File: src/rtl/tod_pkg.sv
package tod_pkg;
   typedef enum logic [2:0] {
      ADR_STEP    = 3'd0,
      ADR_NSEC    = 3'd1,
      ADR_SEC     = 3'd2,
      ADR_PPS_HI  = 3'd3,
      ADR_PPS_LO  = 3'd4,
      ADR_CAP_NS  = 3'd5,
      ADR_CAP_SEC = 3'd6,
      ADR_NONE    = 3'd7
   } tod_addr_e;
endpackage

File: src/rtl/tod_accum.sv
module tod_accum #(
   parameter int unsigned     NS_W     = 32,
   parameter int unsigned     FRAC_W   = 32,
   parameter int unsigned     SEC_W    = 48,
   parameter longint unsigned NS_LIMIT = 64'd1_000_000_000
) (
   input  logic                     clk,
   input  logic                     rst,
   input  logic [NS_W+FRAC_W-1:0]   step,
   output logic [NS_W-1:0]          ns_q,
   output logic [FRAC_W-1:0]        frac_q,
   output logic [SEC_W-1:0]         sec_q
);
   localparam int unsigned ACC_W = NS_W + FRAC_W;
   localparam logic [ACC_W:0] LIMIT_FX = (ACC_W+1)'(NS_LIMIT) << FRAC_W;

   logic [ACC_W:0] sum;
   logic [ACC_W:0] nxt;
   logic           wrap;

   // Full fixed-point sum; remainder is kept on wrap.
   always_comb begin
      sum  = {1'b0, ns_q, frac_q} + {1'b0, step};
      wrap = (sum >= LIMIT_FX);
      nxt  = wrap ? (sum - LIMIT_FX) : sum;
   end

   always_ff @(posedge clk) begin
      if (rst) begin
         ns_q   <= '0;
         frac_q <= '0;
         sec_q  <= '0;
      end else begin
         {ns_q, frac_q} <= nxt[ACC_W-1:0];
         if (wrap) sec_q <= sec_q + SEC_W'(1);
      end
   end
endmodule

File: src/rtl/tod_pps.sv
module tod_pps #(
   parameter int unsigned ACC_W = 64
) (
   input  logic             clk,
   input  logic             rst,
   input  logic [ACC_W-1:0] step,
   input  logic [ACC_W-1:0] hi_len,
   input  logic [ACC_W-1:0] lo_len,
   output logic             level_q
);
   logic [ACC_W-1:0] acc_q;
   logic [ACC_W:0]   sum;
   logic [ACC_W:0]   lim;
   logic [ACC_W:0]   nxt;
   logic             flip;

   always_comb begin
      sum  = {1'b0, acc_q} + {1'b0, step};
      lim  = level_q ? {1'b0, hi_len} : {1'b0, lo_len};
      flip = (sum >= lim);
      nxt  = flip ? (sum - lim) : sum;
   end

   always_ff @(posedge clk) begin
      if (rst) begin
         acc_q   <= '0;
         level_q <= 1'b0;
      end else if (step != '0) begin
         acc_q <= nxt[ACC_W-1:0];
         if (flip) level_q <= ~level_q;
      end
   end
endmodule

File: src/rtl/tod_regs.sv
module tod_regs
   import tod_pkg::*;
#(
   parameter int unsigned NS_W   = 32,
   parameter int unsigned FRAC_W = 32,
   parameter int unsigned SEC_W  = 48
) (
   input  logic                     clk,
   input  logic                     rst,
   input  logic                     wr_en,
   input  logic                     rd_en,
   input  logic [2:0]               addr,
   input  logic [NS_W+FRAC_W-1:0]   wdata,
   input  logic [NS_W-1:0]          ns,
   input  logic [SEC_W-1:0]         sec,
   input  logic                     evt_in,
   output logic [NS_W+FRAC_W-1:0]   step_q,
   output logic [NS_W+FRAC_W-1:0]   hi_q,
   output logic [NS_W+FRAC_W-1:0]   lo_q,
   output logic [NS_W-1:0]          cap_ns_q,
   output logic [SEC_W-1:0]         cap_sec_q,
   output logic [NS_W+FRAC_W-1:0]   rdata_q
);
   localparam int unsigned ACC_W = NS_W + FRAC_W;

   logic             evt_q;
   logic             evt_rise;
   logic [SEC_W-1:0] snap_q;
   logic [ACC_W-1:0] rd_mux;
   tod_addr_e        sel;

   always_ff @(posedge clk) evt_q <= evt_in;
   assign evt_rise = evt_in & ~evt_q;
   assign sel      = tod_addr_e'(addr);

   always_comb begin
      case (sel)
         ADR_STEP:    rd_mux = step_q;
         ADR_NSEC:    rd_mux = ACC_W'(ns);
         ADR_SEC:     rd_mux = ACC_W'(snap_q);
         ADR_PPS_HI:  rd_mux = hi_q;
         ADR_PPS_LO:  rd_mux = lo_q;
         ADR_CAP_NS:  rd_mux = ACC_W'(cap_ns_q);
         ADR_CAP_SEC: rd_mux = ACC_W'(cap_sec_q);
         default:     rd_mux = '0;
      endcase
   end

   always_ff @(posedge clk) begin
      if (rst) begin
         step_q    <= '0;
         hi_q      <= '0;
         lo_q      <= '0;
         cap_ns_q  <= '0;
         cap_sec_q <= '0;
         snap_q    <= '0;
         rdata_q   <= '0;
      end else begin
         if (wr_en) begin
            case (sel)
               ADR_STEP:   step_q <= wdata;
               ADR_PPS_HI: hi_q   <= wdata;
               ADR_PPS_LO: lo_q   <= wdata;
               default:    ;
            endcase
         end
         if (evt_rise) begin
            cap_ns_q  <= ns;
            cap_sec_q <= sec;
         end
         if (rd_en) begin
            rdata_q <= rd_mux;
            if (sel == ADR_NSEC) snap_q <= sec;
         end
      end
   end
endmodule

File: src/rtl/tod_counter.sv
module tod_counter #(
   parameter int unsigned     NS_W     = 32,
   parameter int unsigned     FRAC_W   = 32,
   parameter int unsigned     SEC_W    = 48,
   parameter longint unsigned NS_LIMIT = 64'd1_000_000_000,
   parameter bit              PPS_EN   = 1'b1
) (
   input  logic                   clk,
   input  logic                   rst,
   input  logic                   wr_en,
   input  logic                   rd_en,
   input  logic [2:0]             addr,
   input  logic [NS_W+FRAC_W-1:0] wdata,
   output logic [NS_W+FRAC_W-1:0] rdata,
   input  logic                   evt_in,
   output logic                   pps_out
);
   localparam int unsigned ACC_W = NS_W + FRAC_W;

   if (NS_W < 30 || NS_W > 40) begin : g_bad_ns_w
      $error("tod_counter: NS_W out of range");
   end
   if (FRAC_W < 8 || FRAC_W > 32) begin : g_bad_frac_w
      $error("tod_counter: FRAC_W out of range");
   end
   if (SEC_W < 1 || SEC_W >= ACC_W) begin : g_bad_sec_w
      $error("tod_counter: SEC_W out of range");
   end
   if (NS_LIMIT == 0 || NS_LIMIT >= (64'd1 << NS_W)) begin : g_bad_limit
      $error("tod_counter: NS_LIMIT does not fit NS_W");
   end

   logic [ACC_W-1:0]  step_q;
   logic [ACC_W-1:0]  hi_q;
   logic [ACC_W-1:0]  lo_q;
   logic [NS_W-1:0]   ns_q;
   logic [FRAC_W-1:0] frac_q;
   logic [SEC_W-1:0]  sec_q;
   logic [NS_W-1:0]   cap_ns_q;
   logic [SEC_W-1:0]  cap_sec_q;

   tod_regs #(.NS_W(NS_W), .FRAC_W(FRAC_W), .SEC_W(SEC_W)) u_regs (
      .clk       (clk),
      .rst       (rst),
      .wr_en     (wr_en),
      .rd_en     (rd_en),
      .addr      (addr),
      .wdata     (wdata),
      .ns        (ns_q),
      .sec       (sec_q),
      .evt_in    (evt_in),
      .step_q    (step_q),
      .hi_q      (hi_q),
      .lo_q      (lo_q),
      .cap_ns_q  (cap_ns_q),
      .cap_sec_q (cap_sec_q),
      .rdata_q   (rdata)
   );

   tod_accum #(.NS_W(NS_W), .FRAC_W(FRAC_W), .SEC_W(SEC_W), .NS_LIMIT(NS_LIMIT)) u_accum (
      .clk    (clk),
      .rst    (rst),
      .step   (step_q),
      .ns_q   (ns_q),
      .frac_q (frac_q),
      .sec_q  (sec_q)
   );

   if (PPS_EN) begin : g_pps
      tod_pps #(.ACC_W(ACC_W)) u_pps (
         .clk     (clk),
         .rst     (rst),
         .step    (step_q),
         .hi_len  (hi_q),
         .lo_len  (lo_q),
         .level_q (pps_out)
      );
   end else begin : g_no_pps
      assign pps_out = 1'b0;
   end
endmodule

File: config.mk
export PLATFORM = sky130hd
export DESIGN_NAME = tod_counter
export DESIGN_NICKNAME = d
export VERILOG_FILES = /design/src/rtl/tod_pkg.sv /design/src/rtl/tod_accum.sv /design/src/rtl/tod_pps.sv /design/src/rtl/tod_regs.sv /design/src/rtl/tod_counter.sv
export SDC_FILE = /design/constraint.sdc
export NUM_CORES = 2
export LEC_CHECK = 0
export CAP_MARGIN = 20
export CORE_UTILIZATION = 58
export CTS_BUF_LIST = sky130_fd_sc_hd__clkbuf_8
export DETAILED_ROUTE_END_ITERATION = 7
export HOLD_SLACK_MARGIN = 0.06
export PLACE_DENSITY = 0.79
export SYNTH_ARGS = -nofsm -noshare
export SYNTH_HDL_FRONTEND = slang
export SYNTH_SLANG_ARGS = --single-unit
File: constraint.sdc
create_clock -name clk -period 6.29 [get_ports clk]
set_input_delay 1.887 -clock clk [delete_from_list [all_inputs] [get_ports clk]]
set_output_delay 1.887 -clock clk [all_outputs]
set_load 0.01 [all_outputs]
==> flow_metrics.tcl <==
set metrics [dict create \
    grt_pass1_wl_mm 198 \
    r2r-start "u_regs.step_q[18]$_SDFFE_PP0P_" \
    hold_viol_final 0 \
    syn_area_per_cell_sq_um 7.66 \
    r2r_end "g_pps.u_pps.acc_q[60]$_SDFFE_PP0P_" \
    antenna_left 0 \
    fp.coreArea_sq_um 60200 \
    cts_inserted_buffers 97 \
    clk_pin_slew_ps 60 \
    hp-class "flip-flop to flip-flop" \
    drv_cap 0 \
    clock_sinks 562 \
    insertion_delay_ps 750 \
    die_h_um 249 \
    post-route-min-period_ps 6130 \
    grt_pass1_vias 33073 \
    gp_congestion 1.08 \
    fillers 5121 \
    layout-drive-gt1-share 0.121 \
    netSwitchingPower_mw 5.29 \
    grt_util_all_layers 0.411 \
    hold_depth 2 \
    final_cells 5650 \
    dp.cells 5441 \
    wl_mm 133 \
    synthesis.area_sq_um 35300 \
    place_ws_ps -425 \
    yosys_warnings 0 \
    overflow 0 \
    fin_skew_ps 41.2 \
    viasPerCell 6.49 \
    worst_pin_slew_ps 1080 \
    grt_antenna_before_repair 12 \
    ff2ff_path_depth 26 \
    ios 137 \
    p_clk_frac 0.266 \
    layout_setup_ws_ps 165 \
    min_period_over_period 0.974 \
    reg2reg_setup_slack_ps 160 \
    p_leak_nw 15.9 \
    die_x_um 249 \
    utilization 0.682 \
    timing.fmax_mhz 163 \
    cts_hold_buf 0 \
    grt_max_degree 166 \
    num_vias 36645 \
    ys_async_sr_fraction 0 \
    power.internal_mw 8.33 \
    area_growth_pct 16.3 \
    dr.first_iter.drc_count 4389 \
    htreeDepth 3 \
    setup_violations 0 \
    worstPathRequired_ps 6900 \
    ys_ff_latch 562 \
    worstHoldEndpoint "u_regs.snap_q[20]$_SDFFE_PP0P_" \
    final_common_cell "nand2_1" \
    maxSlewViolCount 0 \
    syn_inst 4614 \
    drc_errors 0 \
    ir_drop_v 0.000256 \
    cp-end-kind "flip-flop" \
    relSlewSlack 0.283 \
    row_count 90 \
    hold_start "u_regs.snap_q[20]$_SDFFE_PP0P_" \
    place.port_buffers 136 \
    synth_fp_nets 4883 \
    critPathMaxFanout 5 \
    final_nets 5052 \
    p_per_area_nw_per_um2 331 \
    p_comb_frac 0.442 \
    drtPass1Iterations 6 \
    ys.flop_type "dfxtp_1" \
    synth-edff-count 0 \
    status "finished clean" \
    final_cell_mix "939 x nand2_1, 598 x a21oi_1, 557 x dfxtp_1" \
    synth_cell_types 98 \
    cp.arrival_ps 6740 \
    wire_per_inst_um 23.5 \
    initial_core_util 0.587 \
    root_buffer "clkbuf_8" \
    crit_type "flip-flop to flip-flop" \
    yosysSeqAreaShare 0.318 \
    startpoint_type "flip-flop" \
    cts_tree "built" \
    fp.dieArea_sq_um 61900 \
    seq_power_share 0.293 \
    cts_buffer_depth 3 \
    dp_hpwl_mm 98.4 \
    swShare 0.388 \
]
[cells by family after synthesis]
| kind of cell | after synthesis | synth area share |
|---|---|---|
| adders and majority gates | 197 | 0.0704 |
| buffers and inverters | 374 | 0.0409 |
| AOI/OAI and AO/OA | 1371 | 0.242 |
| xor gates and xnor gates | 181 | 0.0449 |
| DFF | 562 | 0.318 |
| muxes | 198 | 0.0660 |
| and+or+nand+nor | 1731 | 0.217 |
[power groups by stage]
stage | clock, mW | combinational [mW] | sequential [mW]
3_5_place_dp | 0 | 5.43 | 4.04
3_3_place_gp | 0 | 5.37 | 4.04
6_report | 3.62 | 6.02 | 3.98
4_1_cts | 3.61 | 5.58 | 3.97
5_1_grt | 3.76 | 6.45 | 3.99
2_1_floorplan | 0 | 3.70 | 3.94
[critical path, cell delays in order, from the launching register on]
cell	delay, ps
dfxtp_1	330
ha_1	300
and3_1	170
nand4_1	170
nor3_1	250
a21boi_0	230
a211o_1	180
o21a_1	220
o21ai_2	100
o31ai_4	280
a211oi_2	110
buf_4	180
buf_4	140
o211a_1	260
o31a_1	300
xnor2_1	330
ha_1	330
and3_1	230
and2_1	180
nand4_1	120
nor3_2	70
a2111oi_4	370
o41ai_4	190
nor2_4	280
buf_6	190
nor2_1	80
a2111oi_2	370
[how the worst max path moves through the flow]
stage | from | endpoint | cells past startpoint | slack [ps]
global route | u_regs.step_q[18]$_SDFFE_PP0P_ | g_pps.u_pps.acc_q[60]$_SDFFE_PP0P_ | 26 | -40
detailed placement | g_pps.u_pps.acc_q[0]$_SDFFE_PP0P_ | g_pps.u_pps.acc_q[11]$_SDFFE_PP0P_ | 28 | -420
global placement | g_pps.u_pps.acc_q[0]$_SDFFE_PP0P_ | g_pps.u_pps.level_q$_SDFFE_PP0P_ | 25 | -120
floorplan | u_regs.step_q[8]$_SDFFE_PP0P_ | g_pps.u_pps.acc_q[62]$_SDFFE_PP0P_ | 26 | 20
finish | u_regs.step_q[18]$_SDFFE_PP0P_ | g_pps.u_pps.acc_q[60]$_SDFFE_PP0P_ | 26 | 160
CTS | g_pps.u_pps.acc_q[0]$_SDFFE_PP0P_ | g_pps.u_pps.acc_q[56]$_SDFFE_PP0P_ | 31 | 10
[metal layers]
layer | global-route usage | vias up | part of all wire
met5 | 0 | - | 0.00063
met4 | 0.178 | 12 | 0.047
met3 | 0.106 | 357 | 0.13
met2 | 0.597 | 2178 | 0.42
met1 | 0.571 | 17247 | 0.41
li1 | - | 16851 | -
[what timing repair did]
item                       in CTS  in global routing
buffers inserted                7                 15
pin swaps                      11                 45
cloned                          1                  1
setup endpoints to repair      65                 65
gates resized for setup        24                 85
[synth_stat cells, types with 73 or more instances]
master,instances,area (sq um)
a21o_1,94,706
a21oi_1,606,3030
a22oi_1,73,548
clkbuf_1,265,995
dfxtp_1,562,11300
ha_1,194,2430
inv_1,74,278
mux2i_1,124,1240
nand2_1,941,3530
nand4_1,74,463
nor2_1,332,1250
o21ai_0,201,1010
xnor2_1,126,1100
[flip-flops by register name, summed over array words and instances, names as in the netlist]
name                 flops
g_pps.u_pps.acc_q       64
u_regs.hi_q             64
u_regs.lo_q             64
u_regs.rdata_q          64
u_regs.step_q           64
u_accum.sec_q           48
u_regs.cap_sec_q        48
u_regs.snap_q           48
u_accum.frac_q          32
u_accum.ns_q            32
u_regs.cap_ns_q         32
g_pps.u_pps.level_q      1
u_regs.evt_q             1
[final cells by class]
type,count,area (sq um),area share
multi-input combinational,3679,23200,0.565
sequential,562,11300,0.274
timing repair buffer,369,3290,0.0800
clock buffer,120,1650,0.0402
tap,782,978,0.0238
clock inverter,57,420,0.0102
inverter,74,278,0.00676
antenna,7,17.5,0.000426
[stage by stage]
step	setup TNS (ps)	area, sq um	total power, mW	hold WS [ps]
floorplan	0	35300	7.65	433
global placement	-3340	38200	9.41	438
detailed placement	-20230	38300	9.47	444
CTS	0	40500	13.2	451
global route	-143	41100	14.2	465
finish	0	41100	13.6	451
Power figures use the tool's default switching activity.
